--- config.mk ---
export PLATFORM = sky130hd
export DESIGN_NAME = wake_timer
export DESIGN_NICKNAME = d
export VERILOG_FILES = /design/src/rtl/wake_timer_pkg.sv /design/src/rtl/wt_prescaler.sv /design/src/rtl/wt_rollover.sv /design/src/rtl/wt_clock_bcd.sv /design/src/rtl/wake_timer.sv
export SDC_FILE = /design/constraint.sdc
export NUM_CORES = 1
export LEC_CHECK = 0
export ABC_AREA = 1
export BUFFER_PORTS_ARGS = -buffer_cell sky130_fd_sc_hd__buf_2
export CORE_MARGIN = 2
export CORE_UTILIZATION = 48
export DETAILED_ROUTE_END_ITERATION = 16
export PLACE_DENSITY = 0.68
export SETUP_SLACK_MARGIN = 0.3
export SLEW_MARGIN = 15
export SYNTH_ARGS = -nofsm -noshare
export SYNTH_HDL_FRONTEND = slang
export SYNTH_SLANG_ARGS = --single-unit
export TNS_END_PERCENT = 10
--- constraint.sdc ---
create_clock -name clk -period 1.8 [get_ports clk]
set_input_delay 0.09 -clock clk [delete_from_list [all_inputs] [get_ports clk]]
set_output_delay 0.09 -clock clk [all_outputs]
set_load 0.02 [all_outputs]
--- src/rtl/wake_timer_pkg.sv ---
package wake_timer_pkg;

   typedef logic [7:0] bcd2_t;

   localparam bcd2_t MIN_LAST  = 8'h59;
   localparam bcd2_t HOUR_LAST = 8'h23;

   // returns {wrapped, next value} for a two-digit BCD count ending at last
   function automatic logic [8:0] bcd_step(input bcd2_t v, input bcd2_t last);
      logic [8:0] r;
      if (v == last)
         r = {1'b1, 8'h00};
      else if (v[3:0] == 4'd9)
         r = {1'b0, v[7:4] + 4'd1, 4'd0};
      else
         r = {1'b0, v[7:4], v[3:0] + 4'd1};
      return r;
   endfunction

endpackage

--- src/rtl/wt_prescaler.sv ---
module wt_prescaler #(
   parameter int DIV = 2
) (
   input  logic clk,
   input  logic rst_n,
   input  logic clr,
   input  logic tick,
   output logic en
);
   generate
      if (DIV == 1) begin : g_pass
         assign en = tick & ~clr;
      end else begin : g_div
         localparam int PW = $clog2(DIV);
         localparam logic [PW-1:0] LAST = PW'(DIV - 1);
         logic [PW-1:0] pcnt;
         always_ff @(posedge clk or negedge rst_n) begin
            if (!rst_n)
               pcnt <= '0;
            else if (clr)
               pcnt <= '0;
            else if (tick)
               pcnt <= (pcnt == LAST) ? '0 : pcnt + 1'b1;
         end
         assign en = tick & ~clr & (pcnt == LAST);
      end
   endgenerate
endmodule

--- src/rtl/wt_rollover.sv ---
module wt_rollover #(
   parameter int              CNT_W  = 16,
   parameter logic [CNT_W-1:0] RELOAD = 16'hFF80
) (
   input  logic clk,
   input  logic rst_n,
   input  logic en,
   input  logic load,
   input  logic test_mode,
   output logic roll
);
   localparam logic [CNT_W-1:0] TOP = '1;

   logic [CNT_W-1:0] cnt;
   logic [CNT_W-1:0] start_val;

   assign start_val = test_mode ? RELOAD : '0;
   assign roll      = en & ~load & (cnt == TOP);

   always_ff @(posedge clk or negedge rst_n) begin
      if (!rst_n)
         cnt <= '0;
      else if (load || roll)
         cnt <= start_val;
      else if (en)
         cnt <= cnt + 1'b1;
   end
endmodule

--- src/rtl/wt_clock_bcd.sv ---
module wt_clock_bcd
   import wake_timer_pkg::*;
#(
   parameter int TICKS_PER_MIN = 15
) (
   input  logic  clk,
   input  logic  rst_n,
   input  logic  roll,
   input  logic  set_en,
   input  bcd2_t set_h,
   input  bcd2_t set_m,
   output bcd2_t hours,
   output bcd2_t minutes
);
   logic       min_adv;
   logic [8:0] m_nxt;
   logic [8:0] h_nxt;

   generate
      if (TICKS_PER_MIN == 1) begin : g_direct
         assign min_adv = roll & ~set_en;
      end else begin : g_count
         localparam int TW = $clog2(TICKS_PER_MIN);
         localparam logic [TW-1:0] TLAST = TW'(TICKS_PER_MIN - 1);
         logic [TW-1:0] tcnt;
         always_ff @(posedge clk or negedge rst_n) begin
            if (!rst_n)
               tcnt <= '0;
            else if (set_en)
               tcnt <= '0;
            else if (roll)
               tcnt <= (tcnt == TLAST) ? '0 : tcnt + 1'b1;
         end
         assign min_adv = roll & ~set_en & (tcnt == TLAST);
      end
   endgenerate

   assign m_nxt = bcd_step(minutes, MIN_LAST);
   assign h_nxt = bcd_step(hours, HOUR_LAST);

   always_ff @(posedge clk or negedge rst_n) begin
      if (!rst_n) begin
         minutes <= 8'h00;
         hours   <= 8'h00;
      end else if (set_en) begin
         minutes <= set_m;
         hours   <= set_h;
      end else if (min_adv) begin
         minutes <= m_nxt[7:0];
         if (m_nxt[8])
            hours <= h_nxt[7:0];
      end
   end
endmodule

--- src/rtl/wake_timer.sv ---
module wake_timer
   import wake_timer_pkg::*;
#(
   parameter int              PRE_DIV       = 2,
   parameter int              CNT_W         = 16,
   parameter logic [CNT_W-1:0] TEST_RELOAD   = 16'hFF80,
   parameter int              TICKS_PER_MIN = 15
) (
   input  logic       clk,
   input  logic       rst_n,
   input  logic       xtal_tick,
   input  logic       test_mode,
   input  logic       set_en,
   input  logic [7:0] set_hours,
   input  logic [7:0] set_minutes,
   input  logic       ovf_clear,
   output logic       ovf_flag,
   output logic       wake_req,
   output logic [7:0] hours,
   output logic [7:0] minutes
);
   localparam logic [CNT_W-1:0] ALL_ONES = '1;

   generate
      if (PRE_DIV < 1) begin : g_bad_div
         $error("wake_timer: PRE_DIV must be at least 1");
      end
      if (CNT_W < 2) begin : g_bad_w
         $error("wake_timer: CNT_W must be at least 2");
      end
      if (TEST_RELOAD == ALL_ONES) begin : g_bad_reload
         $error("wake_timer: TEST_RELOAD must be below the counter maximum");
      end
      if (TICKS_PER_MIN < 1) begin : g_bad_ticks
         $error("wake_timer: TICKS_PER_MIN must be at least 1");
      end
   endgenerate

   logic step_en;
   logic roll;

   wt_prescaler #(.DIV(PRE_DIV)) u_pre (
      .clk   (clk),
      .rst_n (rst_n),
      .clr   (set_en),
      .tick  (xtal_tick),
      .en    (step_en)
   );

   wt_rollover #(.CNT_W(CNT_W), .RELOAD(TEST_RELOAD)) u_cnt (
      .clk       (clk),
      .rst_n     (rst_n),
      .en        (step_en),
      .load      (set_en),
      .test_mode (test_mode),
      .roll      (roll)
   );

   wt_clock_bcd #(.TICKS_PER_MIN(TICKS_PER_MIN)) u_time (
      .clk     (clk),
      .rst_n   (rst_n),
      .roll    (roll),
      .set_en  (set_en),
      .set_h   (set_hours),
      .set_m   (set_minutes),
      .hours   (hours),
      .minutes (minutes)
   );

   always_ff @(posedge clk or negedge rst_n) begin
      if (!rst_n) begin
         ovf_flag <= 1'b0;
         wake_req <= 1'b0;
      end else begin
         wake_req <= roll;
         if (roll)
            ovf_flag <= 1'b1;
         else if (ovf_clear)
            ovf_flag <= 1'b0;
      end
   end
endmodule

==> results.json, run 1 <==
{
  "status": "finished, final reports clean",
  "fin_setup_tns_ns": 0,
  "max_stage_delay_ns": 0.39,
  "tightest_slew_ns": 0.464,
  "clock_skew_ns": 0.00540,
  "root_buffer": "clkbuf_8",
  "drv_cap": 0,
  "clock_latency_ns": 0.29,
  "n_fill_cell": 487,
  "htree_num_levels": 2,
  "die_h_um": 77.2,
  "routed_wl_um": 5810,
  "min_period_over_period_pct": 90.1,
  "ys_seq_area_share_pct": 38.0,
  "rsz0062_at_grt": "true",
  "peakVddDrop_mv": 0.438,
  "fin_nets": 440,
  "fmax_mhz": 617,
  "clk_pin_slew_ns": 0.07,
  "crit_chain": "ha_4 > nand3_4 > nor2_8 > nand2_4 > nor2_4 > nor2_4 > buf_12 > nor2_4 > buf_12 > nand2_1 > o21ai_0",
  "firstDrtPassIters": 4,
  "place.detailed.hpwl_um": 4090,
  "antenna_found_initial": 0,
  "fin_crit_ns": 1.62,
  "crit_required_ns": 2.00,
  "grt_start_max_net_pins": 23,
  "endpoint_kind": "flop",
  "stdcell_area_sq_mm": 0.00315,
  "synth-seq-cells": 39,
  "clock_path_buffers": 2,
  "seq_area_sq_um": 981,
  "final-setup-viol-count": 0,
  "rows": 26,
  "dpl_cell_area_sq_mm": 0.00289,
  "place_inst": 457,
  "antenna_cells": 0,
  "crit_top_cell": "nor2_4",
  "critPathMaxFanout": 13,
  "syn_nets": 379,
  "worstHoldPathType": "in2reg",
  "gp_congestion": 0.801,
  "die_w_um": 77.2,
  "final_antenna_net_count": 0,
  "syn_area_per_cell_sq_um": 7.43,
  "die-area_sq_mm": 0.00596,
  "rr_worst_depth": 11,
  "cts_tree": "done",
  "wl_per_cell_um": 12.2,
  "core-area_sq_mm": 0.00514,
  "syn2layout_area_growth_pct": 22.7,
  "final_cells": 478,
  "io_buffers": 39,
  "groute.usage.overall_pct": 21.2,
  "yosysWarnings": 0,
  "synth_area_sq_mm": 0.00257,
  "arrival_ns": 1.83,
  "ios": 40,
  "drtIter0Drc": 109,
  "hold_viol": 0,
  "start_util_pct": 50.0,
  "grt_pass1_vias": 2358,
  "cts_num_sinks": 39,
  "grt_first_pass_wirelength_um": 10300,
  "multi_input_area_sq_mm": 0.00146,
  "overflow": 0,
  "drive_above_1_share_pct": 22.3,
  "path_class": "reg2reg",
  "crit_slowest_cell": "dfrtp_1",
  "slew_violations": 0,
  "numCtsBuffers": 5,
  "hold_depth": 3,
  "setup.worst_path.start_class": "flop",
  "syn_inst": 346,
  "avgViaCountPerCell": 4.90,
  "vias": 2341,
  "leakage_nw": 1.63,
  "max_slew_margin_pct": 69.0,
  "synth_cell_types": 28,
  "drc_errors": 0,
  "p_per_area_mw_per_mm2": 823
}
==> registers in the layout, summed over array words and instances (netlist names) <==
register	flops
wake_req	1
u_time.hours	8
u_pre.g_div.pcnt	1
u_cnt.cnt	16
u_time.minutes	8
ovf_flag	1
u_time.g_count.tcnt	4
==> repair_timing <==
| action | 4_1_cts | 5_1_grt |
|---|---|---|
| resized for setup | 0 | 3 |
| pin swaps | 4 | 1 |
| setup buffers | 9 | 2 |
| endpoints found under the setup margin | 31 | 32 |
| hold endpoints to repair | 18 | 0 |
| hold buffers | 2 | 0 |
==> routing by layer <==
layer | vias to the layer above | wire length [um] | GRT usage, %
met5 | - | 0 | 0
met4 | 0 | 77 | 6.79
met3 | 9 | 221 | 4.12
met2 | 46 | 2800 | 37.4
met1 | 1055 | 2710 | 26.1
li1 | 1231 | - | -
==> stage by stage <==
| step | total power, W | hold slack [ns] | setup slack, ns | util [%] |
|---|---|---|---|---|
| 2_1_floorplan | 0.00158 | -0.206 | 0.271 | - |
| 5_1_grt | 0.00277 | 0.0734 | 0.0626 | 61.3 |
| 3_3_place_gp | 0.00180 | 0.0639 | 0.163 | 56.3 |
| 6_report | 0.00259 | 0.0687 | 0.178 | 61.3 |
| 3_5_place_dp | 0.00182 | 0.0786 | 0.0963 | 56.3 |
| 4_1_cts | 0.00261 | 0.0618 | 0.181 | 60.8 |
==> placed cells by master (no fill, tap or decap), types with 5 or more instances in the layout <==
master and instances:
nand2_1 134, buf_2 39, dfrtp_1 35, inv_1 27
nor2_1 26, nand3_1 24, o21ai_0 20, buf_4 16
ha_1 10, xnor2_1 7, xor2_1 7, nand4_1 6
clkbuf_8 6, a21oi_1 5
==> cells in the mapped netlist (all sizes together) <==
cell    count  share of area, %
clkbuf      2              0.29
nor2       32               6.3
buf         4               1.8
dfrtp      39                38
o31ai       3              0.88
nand3b      2              0.58
nand4       6               1.5
o21a        1              0.29
nor3        2              0.39
inv        28               4.2
xor2        7               2.4
ha         11               5.4
o21ai      24               4.7
nand2     140                21
a21oi       6               1.6
a22oi       2              0.58
nand3      30               7.5
xnor2       7               2.4
==> area by class of cell <==
cell class	count	share of cell area, %
Multi-Input combinational cell	273	46.4
Sequential cell	39	31.1
Timing Repair Buffer	60	12.5
Inverter	28	3.41
Tap cell	70	2.78
Clock buffer	6	2.62
Clock inverter	2	1.11
==> kinds of logic (layout without fill, tap and decap cells) <==
kind of cell	count (synthesis)	count (layout)	synth area share [%]
DFF	39	39	38.0
buffers and inverters	34	96	6.23
and+or+nand+nor	212	212	37.6
adders and majority gates	11	11	5.36
AOI/OAI and AO/OA	36	36	8.03
xor gates and xnor gates	14	14	4.77
==> report_power, final <==
group | switching [W] | leakage, nW | total [W] | internal [W]
sequential | 0.000151 | 0.507 | 0.00114 | 0.000989
combinational | 0.000414 | 1.06 | 0.000696 | 0.000283
clock | 0.000310 | 0.0612 | 0.000759 | 0.000449
total | 0.000875 | 1.63 | 0.00259 | 0.00172
==> final timing paths <==
path                                                from                            end  slack (ns)
max in group asynchronous                          rst_n    u_time.hours[1]$_DFFE_PN0P_        1.05
hold reg to reg            u_time.minutes[7]$_DFFE_PN0P_  u_time.minutes[7]$_DFFE_PN0P_        0.52
setup / recovery                u_cnt.cnt[0]$_DFFE_PN0P_  u_time.minutes[1]$_DFFE_PN0P_        0.18
min in group asynchronous                          rst_n       u_cnt.cnt[9]$_DFFE_PN0P_        0.28
hold / removal                                 xtal_tick   u_pre.g_div.pcnt$_DFFE_PN0P_        0.07
setup reg to reg                u_cnt.cnt[0]$_DFFE_PN0P_  u_time.minutes[1]$_DFFE_PN0P_        0.18
==> critical path: cells and delay by family (launching register included) <==
family / cells / cell delay (ns)
adder cells (fa/ha/maj): 1 / 0.17
flip-flops: 1 / 0.39
AND/OR/NAND/NOR: 7 / 0.63
buffers and inverters: 2 / 0.28
AO/OA/AOI/OAI: 1 / 0.08
Note: power is estimated with default switching activity, not from simulation.
==> run 2: changes to the inputs <==
--- a/config.mk
+++ b/config.mk
@@ -9,6 +9,7 @@
 export BUFFER_PORTS_ARGS = -buffer_cell sky130_fd_sc_hd__buf_2
 export CORE_MARGIN = 2
 export CORE_UTILIZATION = 48
+export CTS_BUF_LIST = sky130_fd_sc_hd__clkbuf_4
 export DETAILED_ROUTE_END_ITERATION = 16
 export PLACE_DENSITY = 0.68
 export SETUP_SLACK_MARGIN = 0.3
==> run 2 against run 1 <==
Combinational power grew 0.7%. Total power shrank 6.8%. Global-route usage increased by 0.075 points. Worst setup slack better by 0.041 ns. Critical path depth fell by 3. Cell count decreased by 0.21%. Hold slack got worse by 0.050 ns. Routed wire length rose by 0.62%. Via count increased by 1.4%. Clock power is 24% lower. Critical path type unchanged. Largest cell class unchanged. Highest routed layer unchanged.
==> results.json, run 2 (synthesized netlist as in run 1, its figures left out) <==
{
  "p_comb_share_pct": 29.0,
  "drive_above_1_share_pct": 22.1,
  "vias": 2373,
  "p_switching_w": 0.000863,
  "die_w_um": 77.2,
  "io_buffers": 39,
  "firstDrtPassIters": 4,
  "largest_register_ffs": 16,
  "place.detailed.hpwl_um": 4090,
  "endpoint_kind": "flop",
  "tightest_slew_ns": 0.486,
  "htree_num_levels": 2,
  "avgViaCountPerCell": 4.97,
  "antenna_found_initial": 0,
  "overflow": 0,
  "min_period_over_period_pct": 87.8,
  "p_per_area_mw_per_mm2": 784,
  "rsz0062_at_grt": "true",
  "antenna_cells": 0,
  "die-area_sq_mm": 0.00596,
  "internal_power_w": 0.00155,
  "crit_chain": "ha_2 > nand3_4 > nor2_8 > nand2_4 > nor2_4 > nor2_4 > nor2_4 > o21ai_0",
  "arrival_ns": 1.84,
  "r2r_start": "u_cnt.cnt[0]$_DFFE_PN0P_",
  "fmax_mhz": 633,
  "peakVddDrop_mv": 0.364,
  "root_buffer": "clkbuf_4",
  "min-delay-start": "set_minutes[4]",
  "gp_congestion": 0.801,
  "clock_path_buffers": 2,
  "grt_first_pass_wirelength_um": 10300,
  "ios": 40,
  "max_slew_margin_pct": 67.6,
  "crit_slowest_cell": "dfrtp_1",
  "rows": 26,
  "clk_pin_slew_ns": 0.12,
  "final_antenna_net_count": 0,
  "status": "finished, final reports clean",
  "crit_required_ns": 2.06,
  "fin_setup_tns_ns": 0,
  "n_fill_cell": 498,
  "core-area_sq_mm": 0.00514,
  "layout_commonest_cell": "nand2_1",
  "fin_nets": 439,
  "hold_viol": 0,
  "leakage_nw": 1.59,
  "final-setup-viol-count": 0,
  "clkPwrFrac_pct": 23.9,
  "crit_top_cell": "nor2_4",
  "critPathMaxFanout": 10,
  "drtIter0Drc": 102,
  "cts_tree": "done",
  "drc_errors": 0,
  "wl_per_cell_um": 12.3,
  "cp-startpoint": "u_cnt.cnt[0]$_DFFE_PN0P_",
  "worstHoldPathType": "in2reg",
  "critical_path_buf_inv_count": 0,
  "cts_num_sinks": 39,
  "critPathTopFamily": "simple AND/OR/NAND/NOR gates",
  "drv_cap": 0,
  "clock_skew_ns": 0.00782,
  "fin_crit_ns": 1.58,
  "power_frac_seq_pct": 47.1,
  "slew_violations": 0,
  "routed_wl_um": 5850,
  "setup.worst_path.start_class": "flop",
  "final_cell_mix": "nand2_1 (134), buf_2 (39), dfrtp_1 (35)",
  "grt_start_max_net_pins": 24,
  "die_h_um": 77.2,
  "path_class": "reg2reg",
  "top_register": "u_cnt.cnt",
  "max_stage_delay_ns": 0.40,
  "start_util_pct": 50.0,
  "numCtsBuffers": 5,
  "p_sw_share_pct": 35.7,
  "groute.usage.overall_pct": 21.3,
  "syn2layout_area_growth_pct": 20.1,
  "seq_area_sq_um": 981,
  "finalPower_w": 0.00242,
  "multi_input_area_sq_mm": 0.00148,
  "largestRegisters": "u_cnt.cnt (16), u_time.hours (8), u_time.minutes (8)",
  "grt_pass1_vias": 2331,
  "clock_latency_ns": 0.35
}
[run 2: cell count changes in the layout (fill, tap and decap cells not counted), sizes merged]
cell	before	now
clkinv	1	2
buf	58	54
nor2	32	34
clkbuf	6	5
dlygate4sd3	2	3
[run 2: worst min-delay path: stages]
cell	delay, ns
buf_2	0.07
a21oi_1	0.05
o21ai_1	0.12
[run 2: path summary, 6_finish.rpt]
kind | endpoint | slack, ns | cells after the start
worst max-delay path | u_time.minutes[1]$_DFFE_PN0P_ | 0.22 | 8
worst min-delay path | u_time.minutes[4]$_DFFE_PN0P_ | 0.02 | 3
worst max register to register | u_time.minutes[1]$_DFFE_PN0P_ | 0.22 | 8
worst min register to register | u_time.minutes[7]$_DFFE_PN0P_ | 0.53 | 2
max in group asynchronous | u_time.hours[1]$_DFFE_PN0P_ | 1.09 | 3
min in group asynchronous | u_cnt.cnt[8]$_DFFE_PN0P_ | 0.22 | 2
[run 2: repair_timing]
item | CTS | global route
hold endpoints to repair | 19 | 0
pin swaps | 3 | 2
resized for setup | 3 | 3
endpoints found under the setup margin | 31 | 31
cloned | 2 | 0
buffers inserted | 4 | 3
hold buffers | 3 | 0
[run 2: layer usage]
metal | up-vias | routed length [um] | GRT usage, %
li1 | 1237 | - | -
met1 | 1065 | 2700 | 26.5
met2 | 58 | 2800 | 36.4
met3 | 13 | 234 | 4.59
met4 | 0 | 110 | 7.50
met5 | - | 0 | 0
[run 2: stage by stage]
step | hold slack (ns) | util (%) | instance area, sq um | cells | setup slack, ns
after global placement | 0.0639 | 56.3 | 2890 | 457 | 0.163
after detailed placement | 0.0786 | 56.3 | 2890 | 457 | 0.0963
final | 0.0185 | 60.0 | 3090 | 477 | 0.220
after floorplan | -0.206 | - | 2590 | 346 | 0.271
after global routing | 0.0107 | 60.0 | 3090 | 477 | 0.0977
after CTS | 0.00390 | 59.5 | 3060 | 474 | 0.201
[run 2: area by class of cell]
cell class / count / share of cell area (%)
clock buffer: 5 / 1.22
timing repair buffer: 57 / 11.4
tap: 70 / 2.84
sequential: 39 / 31.8
clock inverter: 3 / 1.26
inverter: 28 / 3.49
multi-input combinational: 275 / 48.1
[run 2: power by group through the flow]
stage,Clock [W],Combinational [W],Sequential (W)
2_1_floorplan,0,0.000357,0.00122
5_1_grt,0.000639,0.000797,0.00116
3_3_place_gp,0,0.000649,0.00116
4_1_cts,0.000596,0.000695,0.00114
6_report,0.000578,0.000701,0.00114
3_5_place_dp,0,0.000660,0.00116
==> run 3: changes to the inputs <==
--- a/config.mk
+++ b/config.mk
@@ -12,6 +12,7 @@
 export CTS_BUF_LIST = sky130_fd_sc_hd__clkbuf_4
 export DETAILED_ROUTE_END_ITERATION = 16
 export PLACE_DENSITY = 0.68
+export REMOVE_ABC_BUFFERS = 1
 export SETUP_SLACK_MARGIN = 0.3
 export SLEW_MARGIN = 15
 export SYNTH_ARGS = -nofsm -noshare
==> run 3 against run 2 <==
Maximum frequency is 3.5% lower. First-iteration DRC count is 30% higher. Flip-flop and latch count stayed put. Count of clock-buffer cells in the layout is 1 higher. Critical endpoint is now u_time.hours[0]$_DFFE_PN0P_. Routed wire length is 2.7% higher. Sequential share of layout area is 0.71 points lower. Clock skew is 0.0055 ns higher. Total power is 4.9% lower. Critical path depth is 3 higher. Worst setup slack worse by 0.058 ns. Critical path type unchanged. Clock power is 24% lower.
==> results.json, run 3 (synthesized netlist as in run 1, its figures left out) <==
{
  "largestRegisters": "u_cnt.cnt (16), u_time.hours (8), u_time.minutes (8)",
  "rsz0062_at_grt": "true",
  "leakage_nw": 1.64,
  "numCtsBuffers": 5,
  "routed_wl_um": 6010,
  "clk_pin_slew_ns": 0.11,
  "drc_errors": 0,
  "setup.worst_path.start_class": "flop",
  "clock_path_buffers": 2,
  "final_antenna_net_count": 0,
  "die_h_um": 77.2,
  "p_per_area_mw_per_mm2": 730,
  "wl_per_cell_um": 12.4,
  "fmax_mhz": 611,
  "drive_above_1_share_pct": 22.8,
  "place_inst": 463,
  "endpoint_kind": "flop",
  "syn2layout_area_growth_pct": 22.5,
  "core-area_sq_mm": 0.00514,
  "cts_num_sinks": 39,
  "grt_start_max_net_pins": 28,
  "antenna_found_initial": 0,
  "grt_first_pass_wirelength_um": 10500,
  "vias": 2454,
  "path_class": "reg2reg",
  "finalPower_w": 0.00230,
  "crit_required_ns": 2.10,
  "final-setup-viol-count": 0,
  "top_register": "u_cnt.cnt",
  "groute.usage.overall_pct": 21.7,
  "gp_congestion": 0.807,
  "dpl_cell_area_sq_mm": 0.00291,
  "rows": 26,
  "final_cells": 486,
  "status": "finished, final reports clean",
  "fin_nets": 448,
  "critPathMaxFanout": 6,
  "firstDrtPassIters": 4,
  "drtIter0Drc": 133,
  "place.detailed.hpwl_um": 4290,
  "clock_skew_ns": 0.0133,
  "root_buffer": "clkbuf_4",
  "avgViaCountPerCell": 5.05,
  "slew_violations": 0,
  "io_buffers": 39,
  "cts_tree": "done",
  "n_fill_cell": 470,
  "die_w_um": 77.2,
  "clock_latency_ns": 0.35,
  "largest_register_ffs": 16,
  "die-area_sq_mm": 0.00596,
  "htree_num_levels": 2,
  "max_slew_margin_pct": 59.4,
  "stdcell_area_sq_mm": 0.00315,
  "grt_pass1_vias": 2317,
  "place_worst_setup_slack_ns": 0.0441,
  "drv_cap": 0,
  "final_cell_mix": "nand2_1 (135), buf_2 (39), dfrtp_1 (37)",
  "hold_viol": 0,
  "fin_crit_ns": 1.64,
  "setup_ws_ns": 0.162,
  "tightest_slew_ns": 0.609,
  "min_period_over_period_pct": 91.0,
  "ios": 40,
  "antenna_cells": 0,
  "start_util_pct": 50.0,
  "arrival_ns": 1.93,
  "layout_commonest_cell": "nand2_1",
  "peakVddDrop_mv": 0.426,
  "fin_setup_tns_ns": 0,
  "worstHoldPathType": "in2reg",
  "overflow": 0
}
==> run 3: cell count changes in the layout (fill, tap and decap cells not counted), sizes merged <==
cell | before | now
bufinv | 1 | 0
buf | 54 | 65
nor2 | 34 | 32
clkbuf | 5 | 7
dlygate4sd3 | 3 | 2
==> run 3: path summary, 6_finish.rpt <==
kind	endpoint	start	slack, ns	depth (start not counted)
max in group asynchronous	u_time.hours[1]$_DFFE_PN0P_	rst_n	0.98	3
worst max-delay path	u_time.hours[0]$_DFFE_PN0P_	u_cnt.cnt[1]$_DFFE_PN0P_	0.16	11
min in group asynchronous	u_cnt.cnt[10]$_DFFE_PN0P_	rst_n	0.27	2
worst min register to register	u_cnt.cnt[11]$_DFFE_PN0P_	u_cnt.cnt[11]$_DFFE_PN0P_	0.56	2
worst min-delay path	u_time.minutes[4]$_DFFE_PN0P_	set_minutes[4]	0.03	3
worst max register to register	u_time.hours[0]$_DFFE_PN0P_	u_cnt.cnt[1]$_DFFE_PN0P_	0.16	11
==> run 3: cell type report <==
class                      instances  area [sq um]  share of cell area, %
clock inverter                     2          7.51                  0.238
clock buffer                       6          45.0                   1.43
inverter                          28           108                   3.42
timing repair buffer              68           452                   14.3
multi-input combinational        273          1470                   46.7
tap                               70          87.6                   2.78
sequential                        39           978                   31.1
==> run 3: report_power, final <==
| group | leakage [nW] | switching [W] | internal (W) | total, W |
|---|---|---|---|---|
| Combinational | 1.10 | 0.000425 | 0.000302 | 0.000727 |
| Sequential | 0.509 | 0.000145 | 0.000987 | 0.00113 |
| Clock | 0.0307 | 0.000279 | 0.000160 | 0.000439 |
==> run 3: routing by layer <==
layer,global-route usage (%),up-vias,share of wire [%]
li1,-,1242,-
met1,29.3,1143,45
met3,3.53,9,4.8
met4,6.79,0,1.4
met2,35.6,60,49
met5,0,-,0
==> run 3: repair_timing <==
item                                    4_1_cts  5_1_grt
setup buffers                                 4        8
pin swaps                                     3        0
endpoints found under the setup margin       30       32
hold buffers                                  2        0
endpoints found under the hold margin        26        0
resized for setup                             3        8
gates cloned                                  0        1
==> run 3: critical path, stage by stage, from the launching register on <==
cell,delay [ns]
dfrtp_1,0.41
ha_4,0.16
nand3_4,0.10
nor2_8,0.11
nand2_4,0.07
nor2_4,0.11
nor2_4,0.04
buf_6,0.12
nor2_4,0.15
clkbuf_16,0.16
nand3_1,0.07
nand2_1,0.07
==> run 3: through the flow <==
step	util (%)	hold slack (ns)
after floorplan	-	-0.206
after global placement	56.5	0.146
after detailed placement	56.5	0.141
after CTS	59.0	0.0179
after global routing	61.2	0.0274
final	61.2	0.0315
